### src/rtl/rqt_pkg.sv
package rqt_pkg;

  typedef enum logic [3:0] {
    P_LD, P_IFETCH, P_ST, P_RMW_RD, P_RMW_WR,
    P_LL, P_SC, P_LK_RD, P_LK_WR, P_FLUSH
  } prim_e;

  typedef enum logic [2:0] {
    S_LD = 3'd0, S_IFETCH = 3'd1, S_ST = 3'd2, S_ATOMIC = 3'd3, S_FLUSH = 3'd4
  } sec_e;

  typedef enum logic [1:0] {
    RS_ISSUED = 2'd0, RS_ALIAS = 2'd1, RS_FULL = 2'd2
  } rsp_e;

endpackage

### src/rtl/rqt_classify.sv
module rqt_classify
  import rqt_pkg::*;
(
  input  logic is_write,
  input  logic is_flush,
  input  logic ifetch,
  input  logic llsc,
  input  logic locked,
  input  logic stchk,
  output logic wr_class,
  output sec_e sec
);

  prim_e prim;

  always_comb begin
    if (llsc) begin
      prim = is_write ? P_SC : P_LL;
      sec  = S_ATOMIC;
    end else if (locked) begin
      prim = is_write ? P_LK_WR : P_LK_RD;
      sec  = S_ST;
    end else if (is_write) begin
      prim = P_ST;
      sec  = S_ST;
    end else if (is_flush) begin
      prim = P_FLUSH;
      sec  = S_FLUSH;
    end else if (ifetch) begin
      prim = P_IFETCH;
      sec  = S_IFETCH;
    end else if (stchk) begin
      prim = P_RMW_RD;
      sec  = S_ST;
    end else begin
      prim = P_LD;
      sec  = S_LD;
    end
  end

  assign wr_class = !(prim == P_LD || prim == P_IFETCH);

endmodule

### src/rtl/rqt_table.sv
module rqt_table #(
  parameter int DEPTH  = 8,
  parameter int LINE_W = 26,
  parameter int TIME_W = 16,
  parameter int THRESH = 64,
  parameter int OCC_W  = 5
) (
  input  logic              clk,
  input  logic              rst_n,
  input  logic [LINE_W-1:0] look_line,
  input  logic              ins_en,
  input  logic              rm_en,
  input  logic [LINE_W-1:0] rm_line,
  input  logic [TIME_W-1:0] now,
  output logic              look_hit,
  output logic              rm_hit,
  output logic [TIME_W-1:0] rm_age,
  output logic [OCC_W-1:0]  occ,
  output logic              full,
  output logic              any_old
);

  logic [DEPTH-1:0]  vld_q, vld_d;
  logic [LINE_W-1:0] line_q [DEPTH];
  logic [TIME_W-1:0] t_q    [DEPTH];
  logic [DEPTH-1:0]  lk_m, rm_m, old_m, free_sel;

  for (genvar i = 0; i < DEPTH; i++) begin : g_ent
    assign lk_m[i]  = vld_q[i] && (line_q[i] == look_line);
    assign rm_m[i]  = vld_q[i] && (line_q[i] == rm_line);
    assign old_m[i] = vld_q[i] && ((now - t_q[i]) >= TIME_W'(THRESH));

    always_ff @(posedge clk) begin
      if (ins_en && free_sel[i]) begin
        line_q[i] <= look_line;
        t_q[i]    <= now;
      end
    end
  end

  always_comb begin
    logic taken;
    taken    = 1'b0;
    free_sel = '0;
    for (int i = 0; i < DEPTH; i++) begin
      if (!vld_q[i] && !taken) begin
        free_sel[i] = 1'b1;
        taken       = 1'b1;
      end
    end
  end

  always_comb begin
    rm_age = '0;
    for (int i = 0; i < DEPTH; i++) begin
      if (rm_m[i]) rm_age = now - t_q[i];
    end
  end

  assign look_hit = |lk_m;
  assign rm_hit   = |rm_m;
  assign full     = &vld_q;
  assign any_old  = |old_m;
  assign occ      = OCC_W'($countones(vld_q));

  always_comb begin
    vld_d = vld_q;
    if (rm_en)  vld_d = vld_d & ~rm_m;
    if (ins_en) vld_d = vld_d | free_sel;
  end

  always_ff @(posedge clk or negedge rst_n) begin
    if (!rst_n) vld_q <= '0;
    else        vld_q <= vld_d;
  end


  ins_legal_chk: assert property (@(posedge clk) disable iff (!rst_n)
    ins_en |-> (!look_hit && !full));


  single_match_chk: assert property (@(posedge clk) disable iff (!rst_n)
    $onehot0(lk_m));

endmodule

### src/rtl/rqt_watchdog.sv
module rqt_watchdog #(
  parameter int THRESH = 64
) (
  input  logic clk,
  input  logic rst_n,
  input  logic start,
  input  logic busy_next,
  input  logic any_old,
  output logic deadlock
);

  localparam int CW = (THRESH > 2) ? $clog2(THRESH) : 1;

  logic          armed_q, armed_d;
  logic [CW-1:0] cnt_q, cnt_d;
  logic          dl_q, dl_d;

  always_comb begin
    armed_d = armed_q;
    cnt_d   = cnt_q;
    dl_d    = dl_q;
    if (!armed_q) begin
      if (start) armed_d = 1'b1;
      cnt_d = '0;
    end else if (cnt_q == CW'(THRESH - 1)) begin
      cnt_d   = '0;
      armed_d = busy_next;
      if (any_old) dl_d = 1'b1;
    end else begin
      cnt_d = cnt_q + 1'b1;
    end
  end

  always_ff @(posedge clk or negedge rst_n) begin
    if (!rst_n) begin
      armed_q <= 1'b0;
      cnt_q   <= '0;
      dl_q    <= 1'b0;
    end else begin
      armed_q <= armed_d;
      cnt_q   <= cnt_d;
      dl_q    <= dl_d;
    end
  end

  assign deadlock = dl_q;


  deadlock_sticky_chk: assert property (@(posedge clk) disable iff (!rst_n)
    deadlock |=> deadlock);


  idle_quiet_chk: assert property (@(posedge clk) disable iff (!rst_n)
    (!armed_q && !deadlock) |=> !deadlock);

endmodule

### src/rtl/req_tracker.sv
module req_tracker
  import rqt_pkg::*;
#(
  parameter int ADDR_W   = 32,
  parameter int LINE_OFS = 6,
  parameter int RD_DEPTH = 8,
  parameter int WR_DEPTH = 8,
  parameter int MAX_OUT  = 12,
  parameter int TIME_W   = 16,
  parameter int THRESH   = 64,
  parameter int CNT_W    = 16,
  parameter int LAT_W    = 8,
  parameter int IC_LAT   = 2,
  parameter int DC_LAT   = 3,
  localparam int LINE_W  = ADDR_W - LINE_OFS,
  localparam int OUT_W   = $clog2(RD_DEPTH + WR_DEPTH + 1)
) (
  input  logic              clk,
  input  logic              rst_n,
  input  logic              req_valid,
  input  logic [ADDR_W-1:0] req_addr,
  input  logic              req_write,
  input  logic              req_flush,
  input  logic              req_ifetch,
  input  logic              req_llsc,
  input  logic              req_locked,
  input  logic              req_stchk,
  output logic [1:0]        rsp_status,
  output logic              iss_valid,
  output logic [ADDR_W-1:0] iss_addr,
  output logic [2:0]        iss_type,
  output logic [LAT_W-1:0]  iss_lat,
  input  logic              cmp_valid,
  input  logic              cmp_write,
  input  logic [LINE_W-1:0] cmp_line,
  output logic              cmp_hit,
  output logic              cmp_err,
  output logic [TIME_W-1:0] cmp_latency,
  output logic [OUT_W-1:0]  out_cnt,
  output logic [CNT_W-1:0]  stall_st_ld,
  output logic [CNT_W-1:0]  stall_st_st,
  output logic [CNT_W-1:0]  stall_ld_st,
  output logic [CNT_W-1:0]  stall_ld_ld,
  output logic              deadlock
);

  logic [LINE_W-1:0] req_line;
  logic              wr_cls;
  sec_e              sec;
  logic              rd_hit, wr_hit, rd_full, wr_full;
  logic              rd_rm_hit, wr_rm_hit, rd_old, wr_old;
  logic [TIME_W-1:0] rd_age, wr_age, now_q;
  logic [OUT_W-1:0]  rd_occ, wr_occ, out_q, out_d;
  logic              cap_full, aliased, accept;
  logic              rd_ins, wr_ins, rd_rm, wr_rm;
  logic [CNT_W-1:0]  c_stld_q, c_stst_q, c_ldst_q, c_ldld_q;
  logic [CNT_W-1:0]  c_stld_d, c_stst_d, c_ldst_d, c_ldld_d;
  logic [CNT_W-1:0]  stall_sum;

  assign req_line = req_addr[ADDR_W-1:LINE_OFS];

  rqt_classify u_cls (
    .is_write (req_write),
    .is_flush (req_flush),
    .ifetch   (req_ifetch),
    .llsc     (req_llsc),
    .locked   (req_locked),
    .stchk    (req_stchk),
    .wr_class (wr_cls),
    .sec      (sec)
  );

  rqt_table #(.DEPTH(RD_DEPTH), .LINE_W(LINE_W), .TIME_W(TIME_W),
              .THRESH(THRESH), .OCC_W(OUT_W)) u_rd_tab (
    .clk (clk), .rst_n (rst_n), .look_line (req_line), .ins_en (rd_ins),
    .rm_en (rd_rm), .rm_line (cmp_line), .now (now_q),
    .look_hit (rd_hit), .rm_hit (rd_rm_hit), .rm_age (rd_age),
    .occ (rd_occ), .full (rd_full), .any_old (rd_old)
  );

  rqt_table #(.DEPTH(WR_DEPTH), .LINE_W(LINE_W), .TIME_W(TIME_W),
              .THRESH(THRESH), .OCC_W(OUT_W)) u_wr_tab (
    .clk (clk), .rst_n (rst_n), .look_line (req_line), .ins_en (wr_ins),
    .rm_en (wr_rm), .rm_line (cmp_line), .now (now_q),
    .look_hit (wr_hit), .rm_hit (wr_rm_hit), .rm_age (wr_age),
    .occ (wr_occ), .full (wr_full), .any_old (wr_old)
  );

  // request side: capacity first, then aliasing
  assign cap_full = (out_q >= OUT_W'(MAX_OUT)) || (wr_cls ? wr_full : rd_full);
  assign aliased  = rd_hit || wr_hit;
  assign accept   = req_valid && !cap_full && !aliased;
  assign rd_ins   = accept && !wr_cls;
  assign wr_ins   = accept && wr_cls;

  always_comb begin
    if (!req_valid)    rsp_status = RS_ISSUED;
    else if (cap_full) rsp_status = RS_FULL;
    else if (aliased)  rsp_status = RS_ALIAS;
    else               rsp_status = RS_ISSUED;
  end

  assign iss_valid = accept;
  assign iss_addr  = req_addr;
  assign iss_type  = sec;
  assign iss_lat   = (sec == S_IFETCH) ? LAT_W'(IC_LAT) : LAT_W'(DC_LAT);

  // completion side
  assign rd_rm       = cmp_valid && !cmp_write;
  assign wr_rm       = cmp_valid && cmp_write;
  assign cmp_hit     = (rd_rm && rd_rm_hit) || (wr_rm && wr_rm_hit);
  assign cmp_err     = cmp_valid && !cmp_hit;
  assign cmp_latency = !cmp_hit ? '0 : (cmp_write ? wr_age : rd_age);

  assign out_d = out_q + OUT_W'(accept) - OUT_W'(cmp_hit);

  // stall counters, one increment per alias
  always_comb begin
    c_stld_d = c_stld_q;
    c_stst_d = c_stst_q;
    c_ldst_d = c_ldst_q;
    c_ldld_d = c_ldld_q;
    if (req_valid && !cap_full) begin
      if (wr_cls) begin
        if (rd_hit)      c_stld_d = c_stld_q + 1'b1;
        else if (wr_hit) c_stst_d = c_stst_q + 1'b1;
      end else begin
        if (wr_hit)      c_ldst_d = c_ldst_q + 1'b1;
        else if (rd_hit) c_ldld_d = c_ldld_q + 1'b1;
      end
    end
  end

  always_ff @(posedge clk or negedge rst_n) begin
    if (!rst_n) begin
      now_q    <= '0;
      out_q    <= '0;
      c_stld_q <= '0;
      c_stst_q <= '0;
      c_ldst_q <= '0;
      c_ldld_q <= '0;
    end else begin
      now_q    <= now_q + 1'b1;
      out_q    <= out_d;
      c_stld_q <= c_stld_d;
      c_stst_q <= c_stst_d;
      c_ldst_q <= c_ldst_d;
      c_ldld_q <= c_ldld_d;
    end
  end

  rqt_watchdog #(.THRESH(THRESH)) u_wd (
    .clk       (clk),
    .rst_n     (rst_n),
    .start     (accept),
    .busy_next (out_d != '0),
    .any_old   (rd_old || wr_old),
    .deadlock  (deadlock)
  );

  assign out_cnt     = out_q;
  assign stall_st_ld = c_stld_q;
  assign stall_st_st = c_stst_q;
  assign stall_ld_st = c_ldst_q;
  assign stall_ld_ld = c_ldld_q;
  assign stall_sum   = c_stld_q + c_stst_q + c_ldst_q + c_ldld_q;


  occ_sum_chk: assert property (@(posedge clk) disable iff (!rst_n)
    out_q == OUT_W'(rd_occ + wr_occ));


  no_overflow_chk: assert property (@(posedge clk) disable iff (!rst_n)
    out_q <= OUT_W'(MAX_OUT));


  stall_step_chk: assert property (@(posedge clk) disable iff (!rst_n)
    (req_valid && rsp_status == RS_ALIAS) |=> stall_sum == $past(stall_sum) + 1'b1);


  accept_grow_chk: assert property (@(posedge clk) disable iff (!rst_n)
    (iss_valid && !cmp_hit) |=> out_cnt == $past(out_cnt) + 1'b1);


  err_hold_chk: assert property (@(posedge clk) disable iff (!rst_n)
    (cmp_err && !iss_valid) |=> out_cnt == $past(out_cnt));

endmodule

### config.mk
export PLATFORM = sky130hd
export DESIGN_NAME = req_tracker
export DESIGN_NICKNAME = d
export VERILOG_FILES = /design/src/rtl/rqt_pkg.sv /design/src/rtl/rqt_classify.sv /design/src/rtl/rqt_table.sv /design/src/rtl/rqt_watchdog.sv /design/src/rtl/req_tracker.sv
export SDC_FILE = /design/constraint.sdc
export NUM_CORES = 2
export LEC_CHECK = 0
export BUFFER_PORTS_ARGS = -buffer_cell sky130_fd_sc_hd__clkbuf_2
export CAP_MARGIN = 20
export CORE_MARGIN = 5
export CORE_UTILIZATION = 35
export CTS_BUF_LIST = sky130_fd_sc_hd__clkbuf_16
export CTS_CLUSTER_SIZE = 30
export DETAILED_ROUTE_END_ITERATION = 7
export HOLD_SLACK_MARGIN = 0.08
export MAX_ROUTING_LAYER = met4
export PLACE_DENSITY = 0.49
export REMOVE_ABC_BUFFERS = 1
export SYNTH_ARGS = -nofsm -noshare
export SYNTH_HDL_FRONTEND = slang
export SYNTH_SLANG_ARGS = --single-unit
### constraint.sdc
create_clock -name clk -period 8.8 [get_ports clk]
set_input_delay 0.44 -clock clk [delete_from_list [all_inputs] [get_ports clk]]
set_output_delay 0.44 -clock clk [all_outputs]
set_load 0.05 [all_outputs]
==> results.toml <==
[clock_tree]
cts_resized = 0
cts_tree = "done"
h-tree-depth = 3
cts_made_buffers = 93
cts-root-buf = "clkbuf_16"
clock-sinks = 781
clockBufferDepth = 3
cts_setup_buffers = 0
clk_latency_ns = 0.71
path_clk_slew_ns = 0.06

[timing]
whs_ns = 0.143
worst_pin_slew_ns = 1.15
finalSetupViolations = 0
relSlewSlack = 0.233
clock_skew_ns = 0.0283
fin_setup_tns_ns = 0
clock.fmax_mhz = 157
hold_viol = 0
rsz0062_at_grt = "no"
fin_crit_sh = 0.723
setup_slack_ns = 2.44
drv_slew = 0
fin_crit_ns = 6.36

[route]
drt_iter0_markers = 3741
ant_nets = 0
drc_errors = 0
routed_wl_um = 189000
vias = 40600
detail_route.wl_per_cell_um = 26.5
via_per_inst = 5.70
dr.pass1.iters = 6

[die]
core_mm2 = 0.147
start_util = 0.351
die_area_mm2 = 0.156
ios = 203
die_w_um = 394
rows = 141
die_h_um = 394

[place]
gp_routability_congestion = 0.926
port_buffers = 183
dp_hpwl_um = 134000
place_ws_ns = 2.64

[power_and_ir_drop]
p_per_area_mw_per_mm2 = 158
irDropWorstVdd_v = 0.000160
power.leakage_nw = 21.9
fin_total_pwr_w = 0.00920

[setup_path]
path_cells = "fa_1, a211oi_1, o21ai_0, a2111oi_0, o21ai_0, a21oi_1, o21ai_0, a31oi_1, o221a_2, o21ai_0, a211oi_1, clkbuf_2"
critical-path-max-stage-delay_ns = 0.83
crit_path_max_fanout = 23
critPathSlowestCell = "a2111oi_0"
cpMostUsedCell = "o21ai_0"
cp-end-kind = "output pin"
required_ns = 8.36
arrival_ns = 5.92
worst-setup-path-type = "reg2out"
cp-start-kind = "flop"

[logic_synthesis]
synth_edf_count = 672
yosysSeqAreaShare = 0.443
synthArstFlopShare = 0.140
syn_area_mm2 = 0.0517
ys_ff_latch = 781
yosys_warnings = 0
synthFlopType = "edfxtp_1"
synth_cell_types = 91
netlist_instances = 4925
postSynthAreaPerCell_um2 = 10.5

[grt]
grt_max_degree = 55
grt_pass1_wl_um = 272000
grt_antenna_before_repair = 3
grt_overflow = 0
gr-usage-all-layers = 0.241
grt_pass1_vias = 39400

[flow_run]
maxCapViolCount = 0

[worst_hold_path]
hp-class = "in2reg"

[finish]
final_nets = 5461
area_growth_syn_to_layout_pct = 12.5
post_route_cells_drive_above_1_share = 0.103
num-fill-cells = 14500

[run_status]
outcome = "finished clean"
-- timing repair --
item / CTS / global route
hold endpoints to repair: 18 / 0
setup endpoints to repair: 0 / 0
hold buffers: 1 / 0
-- metrics by stage --
stage | utilization | area, um2 | std cells
CTS | 0.395 | 58100 | 7128
floorplan | - | 50700 | 4722
global route | 0.395 | 58200 | 7129
global placement | 0.374 | 55100 | 6954
finish | 0.395 | 58200 | 7132
detailed placement | 0.374 | 55100 | 6955
-- cells in the mapped netlist (51+ instances only) --
| cell type | instances | area [um2] |
|---|---|---|
| and3_1 | 52 | 325 |
| o21ai_0 | 127 | 636 |
| a21oi_1 | 149 | 746 |
| nor2_1 | 262 | 983 |
| a211oi_1 | 56 | 420 |
| nand4_1 | 320 | 2000 |
| nand3_1 | 129 | 646 |
| inv_1 | 319 | 1200 |
| ha_1 | 253 | 3170 |
| dfrtp_1 | 109 | 2730 |
| nand2_1 | 194 | 728 |
| edfxtp_1 | 672 | 20200 |
| o21a_1 | 67 | 503 |
| xor2_1 | 235 | 2060 |
| buf_2 | 79 | 395 |
| clkbuf_1 | 85 | 319 |
| xnor2_1 | 859 | 7520 |
| a21o_1 | 51 | 383 |
| nor3_1 | 126 | 631 |
| nor4_1 | 101 | 632 |
-- layout make-up --
cell class              instances  area (um2)  share of cell area
multi-input cells            3618       26700               0.459
flip-flops and latches        781       22900               0.394
well taps                    1930        2410              0.0415
clock buffers                  93        2330              0.0400
repair buffers                305        1840              0.0317
inverters                     323        1210              0.0208
clock inverters                79         732              0.0126
diodes                          3        7.51            0.000129
-- power breakdown --
part           leakage [nW]  internal [W]  switching (W)
sequential             7.36       0.00409      0.0000947
clock                  1.54       0.00230        0.00167
combinational          13.0      0.000330       0.000709
total                  21.9       0.00672        0.00248
-- critical path, delay by kind of cell (launching register included) --
family                   cells  cell delay (ns)
adder cells (fa/ha/maj)      1             0.56
flip-flops                   1             0.64
AO/OA/AOI/OAI               10             3.60
buffers and inverters        1             0.41
-- kinds of logic (layout without fill, tap and decap cells) --
family                   after synthesis  in the layout  synth area share
AO/OA/AOI/OAI                        796            796             0.107
XOR/XNOR                            1094           1094             0.185
multiplexers                          23             23           0.00462
flip-flops                           781            781             0.443
other                                  2             10          0.000145
AND/OR/NAND/NOR                     1428           1428             0.148
buffers and inverters                531            800            0.0433
adder cells (fa/ha/maj)              270            270            0.0678
-- cells in the final DEF, fill, tap and decap left out, types with 56 or more instances in the layout --
cell type,netlist,routed
xnor2_1,859,859
edfxtp_1,672,672
inv_1,319,333
nand4_1,320,320
nor2_1,262,257
ha_1,253,253
xor2_1,235,235
nand2_1,194,194
clkbuf_2,0,182
a21oi_1,149,149
nand3_1,129,129
o21ai_0,127,127
nor3_1,126,122
buf_4,39,119
nor4_1,101,98
dfrtp_1,109,94
clkbuf_16,0,93
o21a_1,67,67
a211oi_1,56,56
-- path summary, 6_finish.rpt --
path	from	to	slack, ns	depth (start not counted)
max in group asynchronous	rst_n	stall_st_ld[15]	6.92	4
worst max-delay path	now_q[1]	cmp_latency[12]	2.44	12
worst min-delay path	req_addr[17]	u_wr_tab.line_q[1][89]	0.14	1
worst min register to register	u_wd.cnt_q[0]	u_wd.cnt_q[0]	0.46	1
worst max register to register	now_q[1]	u_wd.deadlock	3.34	12
min in group asynchronous	rst_n	now_q[10]	0.22	2
-- layer usage --
layer / wire [um] / vias to the layer above / GRT usage / share of wire
met2: 85300 / 1581 / 0.377 / 0.45
met3: 11900 / 343 / 0.0318 / 0.063
met4: 6690 / 0 / 0.0712 / 0.035
met1: 85000 / 20200 / 0.329 / 0.45
li1: - / 18500 / - / -
met5: 0 / - / - / 0
-- sequential cells by signal (all words and copies together) (netlist names) --
signal           count
u_wd.cnt_q           6
stall_ld_ld         16
u_wr_tab.line_q    208
out_cnt              5
u_wr_tab.vld_q       8
u_wd.armed_q         1
u_rd_tab.t_q       128
stall_st_st         16
u_rd_tab.vld_q       8
u_wr_tab.t_q       128
u_rd_tab.line_q    208
u_wd.deadlock        1
now_q               16
stall_st_ld         16
stall_ld_st         16
Power figures use the tool's default switching activity.
